==> src/rtl/pmc_pkg.sv <==
package pmc_pkg;
  localparam int DATA_W    = 8;
  localparam int BIT_PWR   = 7;
  localparam int BIT_STOP  = 6;
  localparam int BIT_SLEEP = 5;
  localparam int BIT_LSK   = 4;
  localparam int BIT_HSK   = 3;
  localparam int BIT_VSEL  = 2;
  localparam int CMD_LO    = 2;
  localparam int NUM_GRP   = 2;  // group 0 high-side, group 1 low-side

  typedef struct packed {
    logic       pwr_en;
    logic       stop;
    logic       sleep;
    logic       ls_keep;
    logic       hs_keep;
    logic       vsel;
    logic [1:0] fsel;
  } ctrl_t;
endpackage

==> src/rtl/pmc_cmd_filter.sv <==
module pmc_cmd_filter #(
  parameter int DATA_W = 8,
  parameter int CMD_LO = 2,
  parameter int NUM_CMD = 2,
  parameter int CMD_POS [NUM_CMD] = '{6, 5}
) (
  input  logic              wr_en,
  input  logic [DATA_W-1:0] wr_data,
  output logic [NUM_CMD-1:0] cmd_ok
);
  localparam int UPPER_W = DATA_W - CMD_LO;

  logic [UPPER_W-1:0] upper;
  assign upper = wr_data[DATA_W-1:CMD_LO];

  // A command is accepted only when its own bit is the sole bit set above CMD_LO
  for (genvar g = 0; g < NUM_CMD; g++) begin : g_cmd
    localparam logic [UPPER_W-1:0] PATTERN = UPPER_W'(1) << (CMD_POS[g] - CMD_LO);
    assign cmd_ok[g] = wr_en && (upper == PATTERN);
  end
endmodule

==> src/rtl/pmc_mode_req.sv <==
module pmc_mode_req (
  input  logic clk,
  input  logic rst,
  input  logic cpu_irq,
  input  logic stop_ok,
  input  logic sleep_ok,
  output logic stop_q,
  output logic sleep_q
);
  // Interrupt has priority; an accepted command replaces the other request
  always_ff @(posedge clk) begin
    if (rst || cpu_irq) begin
      stop_q  <= 1'b0;
      sleep_q <= 1'b0;
    end else if (stop_ok) begin
      stop_q  <= 1'b1;
      sleep_q <= 1'b0;
    end else if (sleep_ok) begin
      stop_q  <= 1'b0;
      sleep_q <= 1'b1;
    end
  end
endmodule

==> src/rtl/pmc_therm_latch.sv <==
module pmc_therm_latch #(
  parameter int NUM_GRP = 2
) (
  input  logic               clk,
  input  logic               rst,
  input  logic               hot_evt,
  input  logic               rearm,
  input  logic [NUM_GRP-1:0] keep,
  output logic [NUM_GRP-1:0] shut
);
  for (genvar g = 0; g < NUM_GRP; g++) begin : g_grp
    always_ff @(posedge clk) begin
      if (rst)
        shut[g] <= 1'b0;
      else if (hot_evt && !keep[g])
        shut[g] <= 1'b1;   // set wins over re-arm
      else if (rearm)
        shut[g] <= 1'b0;
    end
  end
endmodule

==> src/rtl/pwr_mode_ctrl.sv <==
module pwr_mode_ctrl
  import pmc_pkg::*;
(
  input  logic              clk,
  input  logic              rst,
  input  logic              wr_en,
  input  logic [DATA_W-1:0] wr_data,
  input  logic              cpu_irq,
  input  logic              hot_evt,
  output logic [DATA_W-1:0] rd_data,
  output logic              pstage_en,
  output logic              stop_req,
  output logic              sleep_req,
  output logic              hs_shutdn,
  output logic              ls_shutdn
);
  localparam int NUM_CMD = 2;

  logic               pwr_en_q, ls_keep_q, hs_keep_q, vsel_q;
  logic [1:0]         fsel_q;
  logic [NUM_CMD-1:0] cmd_ok;
  logic               stop_q, sleep_q;
  logic [NUM_GRP-1:0] keep_vec, shut_vec;
  ctrl_t              view;

  always_ff @(posedge clk) begin
    if (rst) begin
      pwr_en_q  <= 1'b0;
      ls_keep_q <= 1'b0;
      hs_keep_q <= 1'b0;
      vsel_q    <= 1'b0;
      fsel_q    <= 2'b00;
    end else if (wr_en) begin
      pwr_en_q  <= wr_data[BIT_PWR];
      ls_keep_q <= wr_data[BIT_LSK];
      hs_keep_q <= wr_data[BIT_HSK];
      vsel_q    <= wr_data[BIT_VSEL];
      fsel_q    <= wr_data[1:0];
    end
  end

  pmc_cmd_filter #(
    .DATA_W (DATA_W),
    .CMD_LO (CMD_LO),
    .NUM_CMD(NUM_CMD),
    .CMD_POS('{BIT_STOP, BIT_SLEEP})
  ) cmd_i (
    .wr_en  (wr_en),
    .wr_data(wr_data),
    .cmd_ok (cmd_ok)
  );

  pmc_mode_req mode_i (
    .clk     (clk),
    .rst     (rst),
    .cpu_irq (cpu_irq),
    .stop_ok (cmd_ok[0]),
    .sleep_ok(cmd_ok[1]),
    .stop_q  (stop_q),
    .sleep_q (sleep_q)
  );

  assign keep_vec = {ls_keep_q, hs_keep_q};

  pmc_therm_latch #(.NUM_GRP(NUM_GRP)) therm_i (
    .clk    (clk),
    .rst    (rst),
    .hot_evt(hot_evt),
    .rearm  (wr_en && wr_data[BIT_PWR]),
    .keep   (keep_vec),
    .shut   (shut_vec)
  );

  always_comb begin
    view.pwr_en  = pwr_en_q;
    view.stop    = stop_q;
    view.sleep   = sleep_q;
    view.ls_keep = ls_keep_q;
    view.hs_keep = hs_keep_q;
    view.vsel    = vsel_q;
    view.fsel    = fsel_q;
  end

  assign rd_data   = view;
  assign pstage_en = pwr_en_q;
  assign stop_req  = stop_q;
  assign sleep_req = sleep_q;
  assign hs_shutdn = shut_vec[0];
  assign ls_shutdn = shut_vec[1];
endmodule

==> config.mk <==
export PLATFORM = sky130hd
export DESIGN_NAME = pwr_mode_ctrl
export DESIGN_NICKNAME = d
export VERILOG_FILES = /design/src/rtl/pmc_pkg.sv /design/src/rtl/pmc_cmd_filter.sv /design/src/rtl/pmc_mode_req.sv /design/src/rtl/pmc_therm_latch.sv /design/src/rtl/pwr_mode_ctrl.sv
export SDC_FILE = /design/constraint.sdc
export NUM_CORES = 1
export LEC_CHECK = 0
export BUFFER_PORTS_ARGS = -buffer_cell sky130_fd_sc_hd__buf_4
export CAP_MARGIN = 15
export CORE_AREA = 5 5 42 44
export DETAILED_ROUTE_END_ITERATION = 16
export DIE_AREA = 0 0 47 49
export PLACE_DENSITY = 0.66
export SLEW_MARGIN = 20
export SYNTH_ARGS = -nofsm -noshare
export SYNTH_HDL_FRONTEND = slang
export SYNTH_SLANG_ARGS = --single-unit
==> constraint.sdc <==
create_clock -name clk -period 2.3 [get_ports clk]
set_input_delay 0.115 -clock clk [delete_from_list [all_inputs] [get_ports clk]]
set_output_delay 0.115 -clock clk [all_outputs]
set_load 0.05 [all_outputs]
==> run metrics, run 1 <==
Crit path required time 2180 ps; post-synthesis register bit count 10; top post-synthesis cells by area dfxtp_1, mux2i_1, buf_4; Max clock buf depth 2; Yosys top cell by area dfxtp_1; synth unique cells 17; Vias 404; pin count of the biggest net entering global routing 12; post-detail-place hpwl 806 um; Hold Path Class primary input to register; CTS Hold Bufs 0; Finished Cell Area 642 um2; Max stage delay on crit path 390 ps; Rel. slew slack 80.5%; Clock Skew 3.93 ps; Crit Path Category register to output port; final setup fails 0; CP Cell Sequence buf_4; fin crit share 42.9%; Layout Cells excl Fill 86; total gr overflow 0; setup_tns 0 ps; Final Hold Slack 53.6 ps; first-pass GRT wire length 1620 um; Core ar. 1400 um2; root buf cell clkbuf_4; Ys Warns 0; Net Count, Synth 63; initial drt markers 0; syn_area_per_cell 9.43 um2; wire per inst 12.0 um; Area after DPL 619 um2; IO Pins 26; Final Critical Period 986 ps; FF-to-FF End mode_i.stop_q$_SDFFE_PP0P_; CTS tree yes; Place WS 1290 ps; final core occ 45.8%; Global Route Usage Sum 9.55%; Residual DRC 0; CP bufs+invs 1; Post-CTS Setup Bufs 0; H-tree depth 1; die width 47 um; Hold Vio Cnt, Final 0; Final Max Slew Viols 0; first drt pass iteration count 1; endpoint class of the critical path output port; Mapped Area 472 um2; die area 2300 um2; Worst Tran Pin Value 291 ps; VDD IR-drop max 0.390 mV; status completed; Pwr Total 0.397 mW; layout cells sized above 1 42.9%; Post-Syn Instances 50; crit-path max FO 4; Cell Rows 14; Die Y 49 um; Antenna Cells 0; CTS Sinks 10; R2R Setup Slk 1320 ps; CP Depth 1; post-route ant nets 0; number of vias per cell 4.70; Placed Instances 83; max-cap violation count 0; R2R depth 3; Final nets 85; Seq/Total Area, Yosys 42.4%; Initial Utilization 33.7%; vias in the first global route 351; WL final 1030 um; area grow syn2layout 36.1%; Critical R2R Launch mode_i.stop_q$_SDFFE_PP0P_; Hold Path Depth 2; Placer Congestion 0.722; Critical path origin mode_i.sleep_q$_SDFFE_PP0P_; CTS Buf Count 3; CP startpoint kind register; CTS-repair resized insts 0; Worst path slowest cell dfxtp_1; arrival time at the worst endpoint 870 ps; f_max 1.01 GHz; final setup margin 1310 ps; clk slew on worst S/H paths 60 ps; Cell Pwr Density 619 nW/um2; leakage power 0.314 nW; Synth top area share 42.4%; CP top delay family flip-flops; crit path to sleep_req; RSZ-0062 raised after global routing false; clk_lat worst skew 260 ps; # port buffers 25; antenna violations before repair 0
cell usage after synthesis, drive strengths merged:
library cell  number
nand2              3
dfxtp             10
o41ai              1
mux2i              5
a2111o             1
inv                2
o22ai              1
nor4b              1
clkbuf             1
and3               1
nor2b              2
buf                7
a31oi              1
a21oi              4
nand2b             1
nor2               9
state kept, by name, indices dropped and copies added, names as in the netlist:
register,cells
pstage_en,1
mode_i.stop_q,1
fsel_q,2
ls_keep_q,1
hs_keep_q,1
mode_i.sleep_q,1
vsel_q,1
therm_i.shut,2
metal layers:
metal / vias up / share of wire, % / global-route usage, %
met2: 14 / 46 / 13.3
met5: - / 0 / 0
met4: 0 / 0 / 1.38
met3: 0 / 7.8 / 5.54
met1: 182 / 46 / 12.9
li1: 208 / - / -
report_power, final:
part           internal, mW  leakage (nW)  switching [mW]
clock network        0.0602        0.0138          0.0539
logic                0.0365         0.218          0.0589
registers             0.182        0.0824         0.00521
total                 0.279         0.314           0.118
worst register-to-register path, stage by stage, from the launching register on:
cell,delay [ps]
dfxtp_1,390
inv_1,60
a2111o_1,390
o41ai_2,50
final cells by class:
| cell class | count | area, um2 |
|---|---|---|
| clock buffer | 3 | 22.5 |
| fill | 144 | 759 |
| inverter | 2 | 7.51 |
| multi-input combinational | 30 | 204 |
| sequential | 10 | 200 |
| tap | 16 | 20.0 |
| timing repair buffer | 25 | 188 |
cell usage in the layout (no fill, tap or decap), drive strengths merged:
cell type,n
buf,25
dfxtp,10
nor2,9
mux2i,5
a21oi,4
nand2,3
clkbuf,3
nor2b,2
inv,2
nor4b,1
and3,1
o22ai,1
a31oi,1
a2111o,1
o41ai,1
nand2b,1
how the worst min path moves through the flow:
| stage | startpoint | endpoint |
|---|---|---|
| 2_1_floorplan | wr_data[5] | mode_i.stop_q$_SDFFE_PP0P_ |
| 4_1_cts | wr_data[5] | mode_i.stop_q$_SDFFE_PP0P_ |
| 5_1_grt | wr_data[5] | mode_i.stop_q$_SDFFE_PP0P_ |
| 6_report | wr_data[5] | mode_i.stop_q$_SDFFE_PP0P_ |
| 3_3_place_gp | wr_data[5] | mode_i.stop_q$_SDFFE_PP0P_ |
| 3_5_place_dp | wr_data[5] | mode_i.stop_q$_SDFFE_PP0P_ |
cell families after synthesis:
group / after synthesis / synth area share (%)
AND/OR/NAND/NOR: 17 / 19.9
flip-flops: 10 / 42.4
buffers and inverters: 10 / 14.3
AO/OA/AOI/OAI: 8 / 12.7
multiplexers: 5 / 10.6
No activity file was read; power rests on OpenSTA's default activity.
==> inputs of run 2 (changes only) <==
Settings changed: ABC_AREA from default to 1, PLACE_DENSITY 0.66 to 0.65.
Clock period 2.3 ns to 1 ns, I/O delays scaled along.
==> run metrics, run 2 <==
ys flop type dfxtp_1; top post-synthesis cells by area dfxtp_1, buf_4, nand2_1; wire per inst 10.1 um; CTS Sinks 10; Worst path slowest cell dfxtp_1; Max clock buf depth 2; Max stage delay on crit path 360 ps; total internal power 0.645 mW; synth unique cells 14; Yosys top cell by area dfxtp_1; Cell Pwr Density 1460 nW/um2; first-pass GRT wire length 1650 um; pin count of the biggest net entering global routing 11; root buf cell clkbuf_4; Vias 436; Worst Tran Pin Value 165 ps; antenna violations before repair 0; post-synthesis mux area share 0%; H-tree depth 1; R2R depth 2; Rel. slew slack 88.9%; IO Pins 26; commonest non-fill, non-tap cells in the layout buf_4, nand2_1, dfxtp_1, inv_1, nor2_1; Antenna Cells 0; Post-synth EDFFs 0; Synth Area in Compound Gates 14.9%; Final nets 97; Hold Path Depth 3; die width 47 um; Hold Path Class primary input to register; VDD IR-drop max 0.584 mV; Placer Congestion 0.666; f_max 1.13 GHz; # port buffers 25; RSZ-0062 raised after global routing false; setup_tns 0 ps; CP bufs+invs 1; total gr overflow 0; simple-gate share of the synthesized area 22.4%; Synth top area share 43.2%; Crit Path Category register to output port; Seq pwr share 46.1%; CP top delay family flip-flops; main combinational cell family by area after synthesis simple AND/OR/NAND/NOR gates; xor/xnor cell area share of the yosys netlist 0%; Mapped Area 463 um2; Crit path required time 950 ps; endpoint class of the critical path output port; Hold Path Sink fsel_q[1]$_SDFFE_PP0P_; Post-CTS Setup Bufs 0; Final Critical Period 888 ps; clk_lat worst skew 270 ps; post-synthesis register bit count 10; arrival time at the worst endpoint 840 ps; Global Route Usage Sum 9.96%; final setup margin 112 ps; Initial Utilization 33.0%; layout cells sized above 1 40.2%; Place WS 293 ps; Placed Instances 94; CP startpoint kind register; CTS Buf Count 3; syn_area_per_cell 7.72 um2; Final Hold Slack 8.38 ps; number of vias per cell 4.45; initial drt markers 8; CTS tree yes; FF-to-FF End hs_keep_q$_SDFFE_PP0P_; status completed; crit-path max FO 3; Clock Skew 4.06 ps; CP Depth 1; Switching Share 31.6%; clk slew on worst S/H paths 70 ps; Net Switching 0.299 mW; Fill cells 162; Seq/Total Area, Yosys 43.2%; Post-synth top cells nand2_1, dfxtp_1, inv_1, nor2_1; Core ar. 1400 um2; final setup fails 0; Synth Area in Adders 0%; Hold Vio Cnt, Final 0; vias in the first global route 415; area grow syn2layout 39.7%; fin crit share 88.8%; Clock power frac 29.6%; post-route ant nets 0; most common cell after layout, fill and taps aside buf_4; Ys Warns 0; first drt pass iteration count 4; Residual DRC 0; top flop regs fsel_q x2, therm_i.shut x2; Net Count, Synth 73; Cell Rows 14; Post-Syn Instances 60; post-detail-place hpwl 804 um; combinational share of power 24.3%; asr flop ratio synth 0%; WL final 988 um; Layout Cells excl Fill 98; CP Cell Sequence buf_4; Critical R2R Launch hs_keep_q$_SDFFE_PP0P_; die area 2300 um2; min-delay src wr_data[1]; most frequent cell after synthesis nand2_1; leakage power 0.334 nW; max-cap violation count 0; Final Max Slew Viols 0; R2R Setup Slk 360 ps; Die Y 49 um
run 2: per-layer routing:
layer	global-route usage, %	wire (um)
met4	8.29	29
met1	12.2	420
met5	0	0
met3	3.32	78
met2	13.3	460
run 2: stage by stage:
| step | power (mW) | area, um2 | utilization, % |
|---|---|---|---|
| after floorplan | 0.600 | 463 | - |
| after detailed placement | 0.672 | 614 | 43.8 |
| after global placement | 0.671 | 614 | 43.8 |
| after CTS | 0.948 | 647 | 46.2 |
| after global routing | 0.991 | 647 | 46.2 |
| final | 0.943 | 647 | 46.2 |
run 2: timing repair:
action | in CTS | in global routing
endpoints found under the hold margin | 3 | 0
hold buffers | 1 | 0
resized for setup | 0 | 0
run 2: cell type report:
class	count	area, um2	area share (%)
inverter	9	33.8	5.22
sequential	10	200	30.9
clock buffer	3	22.5	3.48
tap	16	20.0	3.09
timing repair buffer	26	198	30.6
multi-input combinational	34	173	26.7
run 2: how the worst max path moves through the flow:
stage | start | endpoint | slack, ps
3_5_place_dp | wr_data[3] | mode_i.sleep_q$_SDFFE_PP0P_ | 290
4_1_cts | ls_keep_q$_SDFFE_PP0P_ | rd_data[4] | 100
6_report | ls_keep_q$_SDFFE_PP0P_ | rd_data[4] | 110
5_1_grt | ls_keep_q$_SDFFE_PP0P_ | rd_data[4] | 60
2_1_floorplan | mode_i.sleep_q$_SDFFE_PP0P_ | rd_data[5] | 40
3_3_place_gp | wr_data[4] | mode_i.stop_q$_SDFFE_PP0P_ | 300
run 2: cells by family after synthesis:
kind of cell | after synthesis
flip-flops | 10
AO/OA/AOI/OAI | 12
buffers and inverters | 16
AND/OR/NAND/NOR | 22
run 2: power groups by stage:
| stage | Combinational (mW) | Sequential (mW) | Clock [mW] |
|---|---|---|---|
| 2_1_floorplan | 0.109 | 0.491 | 0 |
| 3_3_place_gp | 0.228 | 0.443 | 0 |
| 3_5_place_dp | 0.229 | 0.443 | 0 |
| 4_1_cts | 0.232 | 0.435 | 0.280 |
| 5_1_grt | 0.247 | 0.438 | 0.307 |
| 6_report | 0.229 | 0.435 | 0.280 |
